<file path="src/rtl/flash_erase_pkg.sv">
// Shared opcodes and sequencer state encoding for the range erase sequencer.
// Assumes a device taking a 3-byte page address after each erase opcode.
package flash_erase_pkg;
    localparam logic [7:0] OP_ERASE_BLOCK = 8'h50;
    localparam logic [7:0] OP_ERASE_PAGE  = 8'h81;
    localparam logic [7:0] OP_STATUS      = 8'hD7;
    localparam int unsigned BLOCK_PAGES   = 8;
    localparam int unsigned CMD_AW        = 24;

    typedef enum logic [2:0] {
        S_IDLE,
        S_DIV,
        S_CMD,
        S_GAP_POLL,
        S_POLL,
        S_GAP_CMD
    } seq_state_t;
endpackage

</file>
<file path="src/rtl/erase_divider.sv">
// Serial restoring divider: one quotient bit per cycle, N cycles per division.
// Assumes a non-zero divisor; the divisor is captured at load so the caller may change it.
module erase_divider #(
    parameter int N   = 24,
    parameter int D_W = 12
) (
    input  logic           clk,
    input  logic           rst_n,
    input  logic           load,
    input  logic [N-1:0]   dividend,
    input  logic [D_W-1:0] divisor,
    output logic           running,
    output logic [N-1:0]   quotient,
    output logic [N-1:0]   remainder
);
    localparam int CW = $clog2(N + 1);

    logic [N-1:0]   rem_q;
    logic [N-1:0]   quo_q;
    logic [D_W-1:0] div_q;
    logic [CW-1:0]  cnt_q;
    logic           run_q;
    logic [N:0]     rem_sh;
    logic           fits;

    // Trial subtraction for the next quotient bit.
    always_comb begin
        rem_sh = {rem_q, quo_q[N-1]};
        fits   = rem_sh >= (N+1)'(div_q);
    end

    // Shift-and-subtract iteration.
    always_ff @(posedge clk) begin
        if (!rst_n) begin
            rem_q <= '0;
            quo_q <= '0;
            div_q <= '0;
            cnt_q <= '0;
            run_q <= 1'b0;
        end else if (load) begin
            rem_q <= '0;
            quo_q <= dividend;
            div_q <= divisor;
            cnt_q <= CW'(N);
            run_q <= 1'b1;
        end else if (run_q) begin
            rem_q <= fits ? N'(rem_sh - (N+1)'(div_q)) : N'(rem_sh);
            quo_q <= {quo_q[N-2:0], fits};
            cnt_q <= cnt_q - 1'b1;
            if (cnt_q == CW'(1)) run_q <= 1'b0;
        end
    end

    assign running   = run_q;
    assign quotient  = quo_q;
    assign remainder = rem_q;

    AST_REM_BELOW_DIVISOR: assert property (@(posedge clk) disable iff (!rst_n)
        ($fell(run_q) && div_q != '0) |-> (rem_q < N'(div_q)));
endmodule

</file>
<file path="src/rtl/erase_timer.sv">
// Saturating cycle counter used to bound status polling.
// Counts while clear is low; expired stays high once LIMIT is reached.
module erase_timer #(
    parameter int LIMIT = 100000
) (
    input  logic clk,
    input  logic rst_n,
    input  logic clear,
    output logic expired
);
    localparam int CW = $clog2(LIMIT + 1);

    logic [CW-1:0] cnt_q;

    // Count polling cycles, saturating at the limit.
    always_ff @(posedge clk) begin
        if (!rst_n || clear)           cnt_q <= '0;
        else if (cnt_q != CW'(LIMIT))  cnt_q <= cnt_q + 1'b1;
    end

    assign expired = (cnt_q == CW'(LIMIT));

    AST_TIMER_NO_WRAP: assert property (@(posedge clk) disable iff (!rst_n)
        (!clear && $past(expired)) |-> expired);
endmodule

</file>
<file path="src/rtl/flash_erase_seq.sv">
// Range erase sequencer: validates alignment, walks pages choosing block or
// page erase, polls device status after each command, reports done/error.
// Assumes a byte-level SPI port where valid&ready completes one exchange and
// rx_byte holds the byte received in that same cycle.
module flash_erase_seq
    import flash_erase_pkg::*;
#(
    parameter int ADDR_W         = 24,
    parameter int PS_W           = 12,
    parameter int SH_W           = 4,
    parameter int TIMEOUT_CYCLES = 100000
) (
    input  logic              clk,
    input  logic              rst_n,
    input  logic              start,
    input  logic [ADDR_W-1:0] offset,
    input  logic [ADDR_W-1:0] length,
    input  logic [PS_W-1:0]   page_size,
    input  logic [SH_W-1:0]   page_shift,
    output logic              busy,
    output logic              done,
    output logic              error,
    output logic              spi_cs_n,
    output logic              tx_valid,
    output logic [7:0]        tx_byte,
    input  logic              tx_ready,
    input  logic [7:0]        rx_byte
);
    seq_state_t         state_q;
    logic [ADDR_W-1:0]  pg_q;
    logic [ADDR_W-1:0]  left_q;
    logic [SH_W-1:0]    sh_q;
    logic [1:0]         bcnt_q;
    logic               done_q;
    logic               err_q;

    logic               hs;
    logic               use_blk;
    logic [ADDR_W-1:0]  step;
    logic [CMD_AW-1:0]  sh_addr;
    logic               div_load;
    logic               off_run;
    logic               len_run;
    logic [ADDR_W-1:0]  off_quo;
    logic [ADDR_W-1:0]  off_rem;
    logic [ADDR_W-1:0]  len_quo;
    logic [ADDR_W-1:0]  len_rem;
    logic               tmo;
    logic               unused_bits;

    // Page index and page count by serial division.
    erase_divider #(.N(ADDR_W), .D_W(PS_W)) u_div_off (
        .clk(clk), .rst_n(rst_n), .load(div_load), .dividend(offset),
        .divisor(page_size), .running(off_run), .quotient(off_quo), .remainder(off_rem));

    erase_divider #(.N(ADDR_W), .D_W(PS_W)) u_div_len (
        .clk(clk), .rst_n(rst_n), .load(div_load), .dividend(length),
        .divisor(page_size), .running(len_run), .quotient(len_quo), .remainder(len_rem));

    erase_timer #(.LIMIT(TIMEOUT_CYCLES)) u_timer (
        .clk(clk), .rst_n(rst_n),
        .clear(!(state_q == S_POLL || state_q == S_GAP_POLL)),
        .expired(tmo));

    // Erase type, step size and command address for the current page.
    always_comb begin
        hs       = tx_valid && tx_ready;
        use_blk  = (pg_q[2:0] == 3'd0) && (left_q >= ADDR_W'(BLOCK_PAGES));
        step     = use_blk ? ADDR_W'(BLOCK_PAGES) : ADDR_W'(1);
        sh_addr  = CMD_AW'(pg_q << sh_q);
        div_load = (state_q == S_IDLE) && start && (length != '0) && (page_size != '0);
    end

    assign unused_bits = ^{sh_addr[7:0], rx_byte[6:0]};

    // Byte mux for the erase command and the status poll.
    always_comb begin
        tx_byte = 8'h00;
        if (state_q == S_CMD) begin
            unique case (bcnt_q)
                2'd0:    tx_byte = use_blk ? OP_ERASE_BLOCK : OP_ERASE_PAGE;
                2'd1:    tx_byte = sh_addr[23:16];
                2'd2:    tx_byte = sh_addr[15:8];
                default: tx_byte = 8'h00;
            endcase
        end else if (state_q == S_POLL && bcnt_q == 2'd0) begin
            tx_byte = OP_STATUS;
        end
    end

    assign tx_valid = (state_q == S_CMD) || (state_q == S_POLL);
    assign spi_cs_n = !tx_valid;
    assign busy     = (state_q != S_IDLE);
    assign done     = done_q;
    assign error    = err_q;

    // Sequencer: accept, divide, command, poll, advance.
    always_ff @(posedge clk) begin
        if (!rst_n) begin
            state_q <= S_IDLE;
            pg_q    <= '0;
            left_q  <= '0;
            sh_q    <= '0;
            bcnt_q  <= '0;
            done_q  <= 1'b0;
            err_q   <= 1'b0;
        end else begin
            unique case (state_q)
                S_IDLE: if (start) begin
                    done_q <= (length == '0);
                    err_q  <= (length != '0) && (page_size == '0);
                    sh_q   <= page_shift;
                    if (div_load) state_q <= S_DIV;
                end
                S_DIV: if (!off_run && !len_run) begin
                    if (off_rem != '0 || len_rem != '0) begin
                        err_q   <= 1'b1;
                        state_q <= S_IDLE;
                    end else begin
                        pg_q    <= off_quo;
                        left_q  <= len_quo;
                        bcnt_q  <= '0;
                        state_q <= S_CMD;
                    end
                end
                S_CMD: if (hs) begin
                    bcnt_q <= bcnt_q + 1'b1;
                    if (bcnt_q == 2'd3) begin
                        bcnt_q  <= '0;
                        state_q <= S_GAP_POLL;
                    end
                end
                S_GAP_POLL: begin
                    if (tmo) begin
                        err_q   <= 1'b1;
                        state_q <= S_IDLE;
                    end else begin
                        state_q <= S_POLL;
                    end
                end
                S_POLL: if (hs) begin
                    bcnt_q <= bcnt_q + 1'b1;
                    if (bcnt_q == 2'd1) begin
                        bcnt_q <= '0;
                        if (!rx_byte[7]) begin
                            state_q <= S_GAP_POLL;
                        end else if (left_q == step) begin
                            left_q  <= '0;
                            done_q  <= 1'b1;
                            state_q <= S_IDLE;
                        end else begin
                            pg_q    <= pg_q + step;
                            left_q  <= left_q - step;
                            state_q <= S_GAP_CMD;
                        end
                    end
                end
                S_GAP_CMD: state_q <= S_CMD;
                default:   state_q <= S_IDLE;
            endcase
        end
    end

    AST_HOLD_OFFERED_BYTE: assert property (@(posedge clk) disable iff (!rst_n)
        (tx_valid && !tx_ready) |=> (tx_valid && $stable(tx_byte)));

    AST_CS_RELEASE: assert property (@(posedge clk) disable iff (!rst_n)
        (hs && ((state_q == S_CMD && bcnt_q == 2'd3) || (state_q == S_POLL && bcnt_q == 2'd1)))
        |=> spi_cs_n);

    AST_PAGES_NEVER_GROW: assert property (@(posedge clk) disable iff (!rst_n)
        ($past(state_q) != S_IDLE && $past(state_q) != S_DIV && state_q != S_IDLE)
        |-> (left_q <= $past(left_q)));

    AST_FLAGS_EXCLUSIVE: assert property (@(posedge clk) disable iff (!rst_n)
        !(done && error));

    AST_IDLE_QUIET: assert property (@(posedge clk) disable iff (!rst_n)
        !busy |-> spi_cs_n);
endmodule

</file>
<file path="config.mk">
export PLATFORM = sky130hd
export DESIGN_NAME = flash_erase_seq
export DESIGN_NICKNAME = d
export VERILOG_FILES = /design/src/rtl/flash_erase_pkg.sv /design/src/rtl/erase_divider.sv /design/src/rtl/erase_timer.sv /design/src/rtl/flash_erase_seq.sv
export SDC_FILE = /design/constraint.sdc
export NUM_CORES = 1
export LEC_CHECK = 0
export ABC_AREA = 1
export ABC_CLOCK_PERIOD_IN_PS = 3200
export BUFFER_PORTS_ARGS = -buffer_cell sky130_fd_sc_hd__buf_4
export CAP_MARGIN = 10
export CORE_MARGIN = 2
export CORE_UTILIZATION = 42
export CTS_CLUSTER_DIAMETER = 80
export DETAILED_ROUTE_END_ITERATION = 10
export PLACE_DENSITY = 0.61
export SLEW_MARGIN = 0
export SYNTH_ARGS = -nofsm -noshare
export SYNTH_HDL_FRONTEND = slang
export SYNTH_SLANG_ARGS = --single-unit
</file>
<file path="constraint.sdc">
create_clock -name clk -period 3.2 [get_ports clk]
set_input_delay 0.32 -clock clk [delete_from_list [all_inputs] [get_ports clk]]
set_output_delay 0.32 -clock clk [all_outputs]
set_load 0.01 [all_outputs]
</file>
# After elaboration in Yosys (flattened, before gate mapping)
# Cells that the tools add are included.
[classes] add_sub_neg=8 magnitude_cmp=3 n_eq_ne=26 shifts=1 mux=65 bitwise_logic=1 reduce_logical=41
[ops] op="$mux 24" n=18
[ops] op="$pmux 24 s2" n=2
[ops] op="$reduce_bool 24->1" n=3
[ops] op="$ge 25x12->1" n=2
[ops] op="$sub 24x12->24" n=2
[ops] op="$mux 3" n=10
[ops] op="$add 24x4->24" n=1
[ops] op="$eq 24x4->1" n=1
[ops] op="$ge 24x4->1 const B" n=1
[ops] op="$logic_not 24->1" n=1
[ops] op="$mux 8" n=3
[ops] op="$pmux 8 s3" n=1
[ops] op="$shl 24x4->24" n=1
[ops] op="$sub 24x4->24" n=1
[ops] op="$mux 5" n=4
[ops] op="$ne 2x2->1 const B" n=10
[ops] op="$pmux 3 s6" n=1
[ops] op="$add 17x1->17 const B" n=1
[ops] op="$eq 17x17->1 const B" n=1
[ops] op="$ne 17x17->1 const B" n=1
[ops] op="$mux 1" n=15
[ops] op="$mux 2" n=7
[ops] op="$reduce_and 7->1" n=2
[ops] op="$logic_not 12->1" n=1
[ops] op="other kinds (26)" n=55
[totals] reg_bits=196 in_bits=76 out_inout_bits=13 wordCells=164

# Depth between registers and ports, before layout
[logic_depth] ltp_word=9 ltp_mapped=18 ltp_nobuf=18

# Modules after synthesis
# A second synthesis with hierarchy kept.
[hier_totals] hier_cells=2525 hier_area_um2=14945.6
[modules_own_cells] mod="erase_divider" n_inst=2 cells_each=614 area_per_inst_um2=3990.1 seq_area_each_um2=1321.3
[modules_own_cells] mod="flash_erase_seq" n_inst=1 cells_each=1131 area_per_inst_um2=5925.7 seq_area_each_um2=1181.1
[modules_own_cells] mod="erase_timer" n_inst=1 cells_each=166 area_per_inst_um2=1039.7 seq_area_each_um2=340.3

# Worst setup path before layout
# OpenSTA, ideal clock, no wires.
[synth_timing] path_type="reg-to-reg" from="reg left_q[10]" to="reg pg_q[17]" setup_time_ns=0.114 arrival_time_ns=2.143 path_slack_ns=0.943 path_stages_with_launch=17 n_path_buf=0 synth_period_minus_slack_ns=2.257 path_cell_list="dfxtp_1 nor2_1 nand2_1 nor2_2 nand3_1 nand2_1 inv_1 ha_1 nand2_1 o21ai_0 nand3_1 nor3_2 nand3_1 nand2_1 nand2_1 nand2_1 nor2_1"
[synth_between] elab_chain_len=9
[synth_rtl] item="from (decl)" line_no="flash_erase_seq.sv:31" rtl="logic [ADDR_W-1:0] left_q;"
[synth_rtl] item="from (signal assigned)" line_no="flash_erase_seq.sv:121" rtl="left_q <= len_quo;"
[synth_rtl] item="from (signal assigned)" line_no="flash_erase_seq.sv:153" rtl="left_q <= left_q - step;"
[synth_rtl] item="$ge 24x4->1" line_no="flash_erase_seq.sv:68" rtl="use_blk = (pg_q[2:0] == 3'd0) && (left_q >= ADDR_W'(BLOCK_PAGES));"
[synth_rtl] item="$logic_and 1x1->1" line_no="flash_erase_seq.sv:68"
[synth_rtl] item="$mux 4" line_no="flash_erase_seq.sv:69" rtl="step = use_blk ? ADDR_W'(BLOCK_PAGES) : ADDR_W'(1);"
[synth_rtl] item="$add 24x4->24" line_no="flash_erase_seq.sv:152" rtl="pg_q <= pg_q + step;"
[synth_rtl] item="$mux 24" line_no="flash_erase_seq.sv:147" rtl="end else if (left_q == step) begin"
[synth_rtl] item="$mux 24" line_no="flash_erase_seq.sv:145" rtl="if (!rx_byte[7]) begin"
[synth_rtl] item="$mux 24" line_no="flash_erase_seq.sv:143" rtl="if (bcnt_q == 2'd1) begin"
[synth_rtl] item="$mux 24" line_no="flash_erase_seq.sv:141" rtl="S_POLL: if (hs) begin"
[synth_rtl] item="$pmux 24 s2" line_no="flash_erase_seq.sv:108" rtl="unique case (state_q)"
[synth_rtl] item="to (signal assigned)" line_no="flash_erase_seq.sv:120" rtl="pg_q <= off_quo;"
[synth_rtl] item="to (signal assigned)" line_no="flash_erase_seq.sv:152"
[synth_rtl] item="to (decl)" line_no="flash_erase_seq.sv:30" rtl="logic [ADDR_W-1:0] pg_q;"
# Parallel ways exist; a longest one is shown, timed or not. The select of a mux whose other input is x is not followed.
# A chain may end at the register's enable or synchronous reset.

# Worst setup path in the final report
[layout_timing] from="reg left_q[16]" to="reg left_q[18]"
[layout_between] elab_chain_len=9
[layout_rtl] item="$ge 24x4->1" line_no="flash_erase_seq.sv:68"
[layout_rtl] item="$logic_and 1x1->1" line_no="flash_erase_seq.sv:68"
[layout_rtl] item="$mux 4" line_no="flash_erase_seq.sv:69"
[layout_rtl] item="$sub 24x4->24 / $eq 24x4->1 (equally long branches)" line_no="flash_erase_seq.sv:153, flash_erase_seq.sv:147"
[layout_rtl] item="$mux 24 *" line_no="flash_erase_seq.sv:147"
[layout_rtl] item="$mux 24 *" line_no="flash_erase_seq.sv:145"
[layout_rtl] item="$mux 24 *" line_no="flash_erase_seq.sv:143"
[layout_rtl] item="$mux 24 *" line_no="flash_erase_seq.sv:141"
[layout_rtl] item="$pmux 24 s2 *" line_no="flash_erase_seq.sv:108"
# Every way passes the cells marked *; elsewhere a longest branch is shown, timed or not. The select of a mux whose other input is x is not followed.

==> impl_metrics.yaml <==
clocking:
  cts_hold_buf: 0
  cts_tree: "yes"
  cts-htree-levels: 4
  clkSinkCount: 196
  cts.path.max_buffers: 2
  numCtsBuffers: 17
  cts_root_buffer: "clkbuf_16"
  clk_pin_slew_worst_paths_ns: 0.08
  clock_latency_ns: 0.46
floorplan:
  die-area_um2: 35720
  core.rowCount: 67
  start_util_pct: 42.77
  fp.dieW_um: 189.0
  die_h_um: 189.0
  ioPinCount: 89
  core-area_um2: 33620
detailed_routing:
  antenna_left: 0
  drc: 0
  vias: 15465
  wl_per_cell_um: 14.61
  drt-total-wl_mm: 42.61
  firstDrtPassIters: 6
  vias_per_cell: 5.302
  drtIter0Drc: 1271
synth:
  syn_nets: 2550
  synth_cell_types: 44
  syn_area_per_cell_um2: 5.911
  async_flop_share_pct: 0
  synth_area_um2: 14380
  ys_seq_area_share_pct: 27.29
  synth_top_flop_cell: "dfxtp_1"
  synth_cells: 2432
  yosysWarnings: 0
  ys_seq_elements: 196
  synth_edf_count: 0
final_layout:
  area_growth_pct: 10.12
  final_common_cell: "nand2_1"
  layout_common_cells: "nand2_1, nand3_1, nor2_1"
  fill_cells: 3593
  final_core_util_pct: 47.09
  drive_gt1_share_pct: 8.505
  finalNetCount: 2574
  n_antenna_cell: 0
worst_hold_path:
  hp-class: "in -> reg"
pwr:
  ir_drop_uv: 469.1
  leakagePower_uw: 0.007139
  power.density_nw_per_um2: 1026
grt:
  grt_pass1_vias: 14422
  grt_pass1_wl_mm: 71.04
  grt_usage_pct: 24.06
  overflow: 0
  grt_max_degree: 78
  antenna_found_initial: 0
timing:
  setup_slack_ns: 0.3251
  max-slew-margin-rel_pct: 19.55
  tightestPinTransition_ns: 1.199
  fin_crit_ns: 2.875
  hold_viol: 0
  rsz0062_at_grt: "no"
  final.period_utilization_pct: 89.84
  finalClockSkew_ns: 0.01434
  clock.fmax_mhz: 347.8
  slew_violations: 0
  fin_setup_tns_ns: 0
  setup_viol: 0
placement:
  gp_congestion: 0.9559
  io_buffers: 81
  pre_cts_slack_ns: 0.3739
  dpl.hpwl_mm: 31.20
flow_run:
  drv_cap: 0
setup_path:
  crit_chain: "nor2_1 > nand2_1 > nor2_1 > nand3_1 > nand2_1 > ha_1 > ha_1 > nand2_1 > nand2_1 > nand2_1 > nor2_1 > nand2_1 > inv_1 > nand3_1 > nand3_1 > nand2_1 > nor2_1 > nor2_1"
  crit_top_cell: "nand2_1"
  cp_top_family: "simple AND/OR/NAND/NOR gates"
  start_kind: "flip-flop"
  cp-end-kind: "flip-flop"
  cp_slowest_cell: "dfxtp_1"
  cp_max_fo: 5
  cp_num_buf_inv: 1
  cpPeakStageDelay_ns: 0.34
  critPathArrivalTime_ns: 3.23
  critical_path_class: "reg -> reg"
  cp.required_ns: 3.55
outcome:
  run_status: "finished, final reports clean"
## power by group
part | total (uW) | leakage [uW] | internal [uW] | switching [uW]
combinational | 10600 | 0.00523 | 3520 | 7050
clock | 2310 | 0.000306 | 1230 | 1080
sequential | 3360 | 0.00160 | 2920 | 444
total | 16200 | 0.00714 | 7660 | 8580
## cells in the mapped netlist (2+ instances only)
cell type,count,area [um^2]
nand2_1,755,2834
nand3_1,312,1562
nor2_1,291,1092
inv_1,238,893.4
dfxtp_1,196,3924
a21oi_1,139,695.7
o21ai_0,87,435.4
a31oi_1,48,300.3
ha_1,40,500.5
nand4_1,37,231.5
buf_2,34,170.2
clkbuf_1,34,127.6
o21ai_1,29,145.1
nand3b_1,19,142.6
xor2_1,19,166.4
o211ai_1,17,127.6
buf_4,15,112.6
inv_2,13,48.80
nor3_1,13,65.06
or2_2,12,75.07
nor2_2,11,68.82
buf_1,10,37.54
nand2_2,9,56.30
buf_6,7,78.83
xnor2_1,7,61.31
nand2_4,6,67.56
a21oi_2,5,43.79
o21a_1,5,37.54
nor2_4,4,45.04
fa_1,2,40.04
inv_4,2,12.51
nor2_8,2,40.04
nor3_2,2,20.02
o21bai_1,2,15.01
## state kept, by name, summed over array words and instances, names as in the netlist, 5 cells and up
register,cells
u_div_len.div_q,12
u_div_off.remainder,24
u_timer.cnt_q,17
left_q,24
pg_q,24
u_div_len.cnt_q,5
u_div_len.remainder,24
u_div_len.quotient,24
u_div_off.quotient,24
u_div_off.cnt_q,5
## worst paths after layout
path	cells after the start	end	from	slack, ns
setup reg to reg	18	left_q[18]$_SDFFE_PN0P_	left_q[16]$_SDFFE_PN0P_	0.33
hold reg to reg	2	done$_SDFFE_PN0P_	done$_SDFFE_PN0P_	0.45
hold / removal	3	u_div_len.div_q[0]$_SDFFE_PN0P_	page_size[0]	0.15
setup / recovery	18	left_q[18]$_SDFFE_PN0P_	left_q[16]$_SDFFE_PN0P_	0.33
## routing by layer
metal  wire [um]  track usage (%)
met1       20300            31.97
met2       19330            40.14
met3        1819            2.873
met4        1165            8.564
met5           0                0
## cell families after synthesis
group / count (synthesis) / share of synthesized area (%)
fa+ha+maj: 42 / 3.760
buf+inv: 355 / 10.39
xor+xnor: 26 / 1.584
simple gates: 1477 / 44.19
flops: 196 / 27.29
compound gates: 336 / 12.79
## metrics by stage
| step | power (uW) | cells | hold WS (ns) | cell area (um^2) |
|---|---|---|---|---|
| floorplan | 11460 | 2432 | 0.4390 | 14380 |
| global placement | 13740 | 2885 | 0.4415 | 15210 |
| detailed placement | 13860 | 2885 | 0.4441 | 15210 |
| CTS | 16240 | 2917 | 0.1287 | 15830 |
| global route | 18040 | 2917 | 0.1463 | 15830 |
| finish | 16240 | 2917 | 0.1471 | 15830 |
## layout make-up
type	count	area, um^2	share of cell area [%]
Inverter	255	967.2	6.109
Sequential cell	196	3926	24.80
Clock buffer	19	452.9	2.861
Clock inverter	13	165.2	1.043
Tap cell	448	560.5	3.541
Multi-Input combinational cell	1881	8959	56.59
Timing Repair Buffer	105	800.8	5.058
## repair_timing
item                       in CTS  in global routing
hold endpoints to repair        0                  0
resized for setup               0                  1
buffers inserted                0                  0
setup endpoints to repair       0                  4
## worst register-to-register path: stages, from the launching register on
cell and delay, ns:
dfxtp_1 0.34, nor2_1 0.16, nand2_1 0.11, nor2_1 0.19, nand3_1 0.13, nand2_1 0.21
ha_1 0.23, ha_1 0.19, nand2_1 0.07, nand2_1 0.06, nand2_1 0.12, nor2_1 0.29
nand2_1 0.22, inv_1 0.12, nand3_1 0.07, nand3_1 0.09, nand2_1 0.05, nor2_1 0.08
nor2_1 0.05
Power figures use the tool's default switching activity.
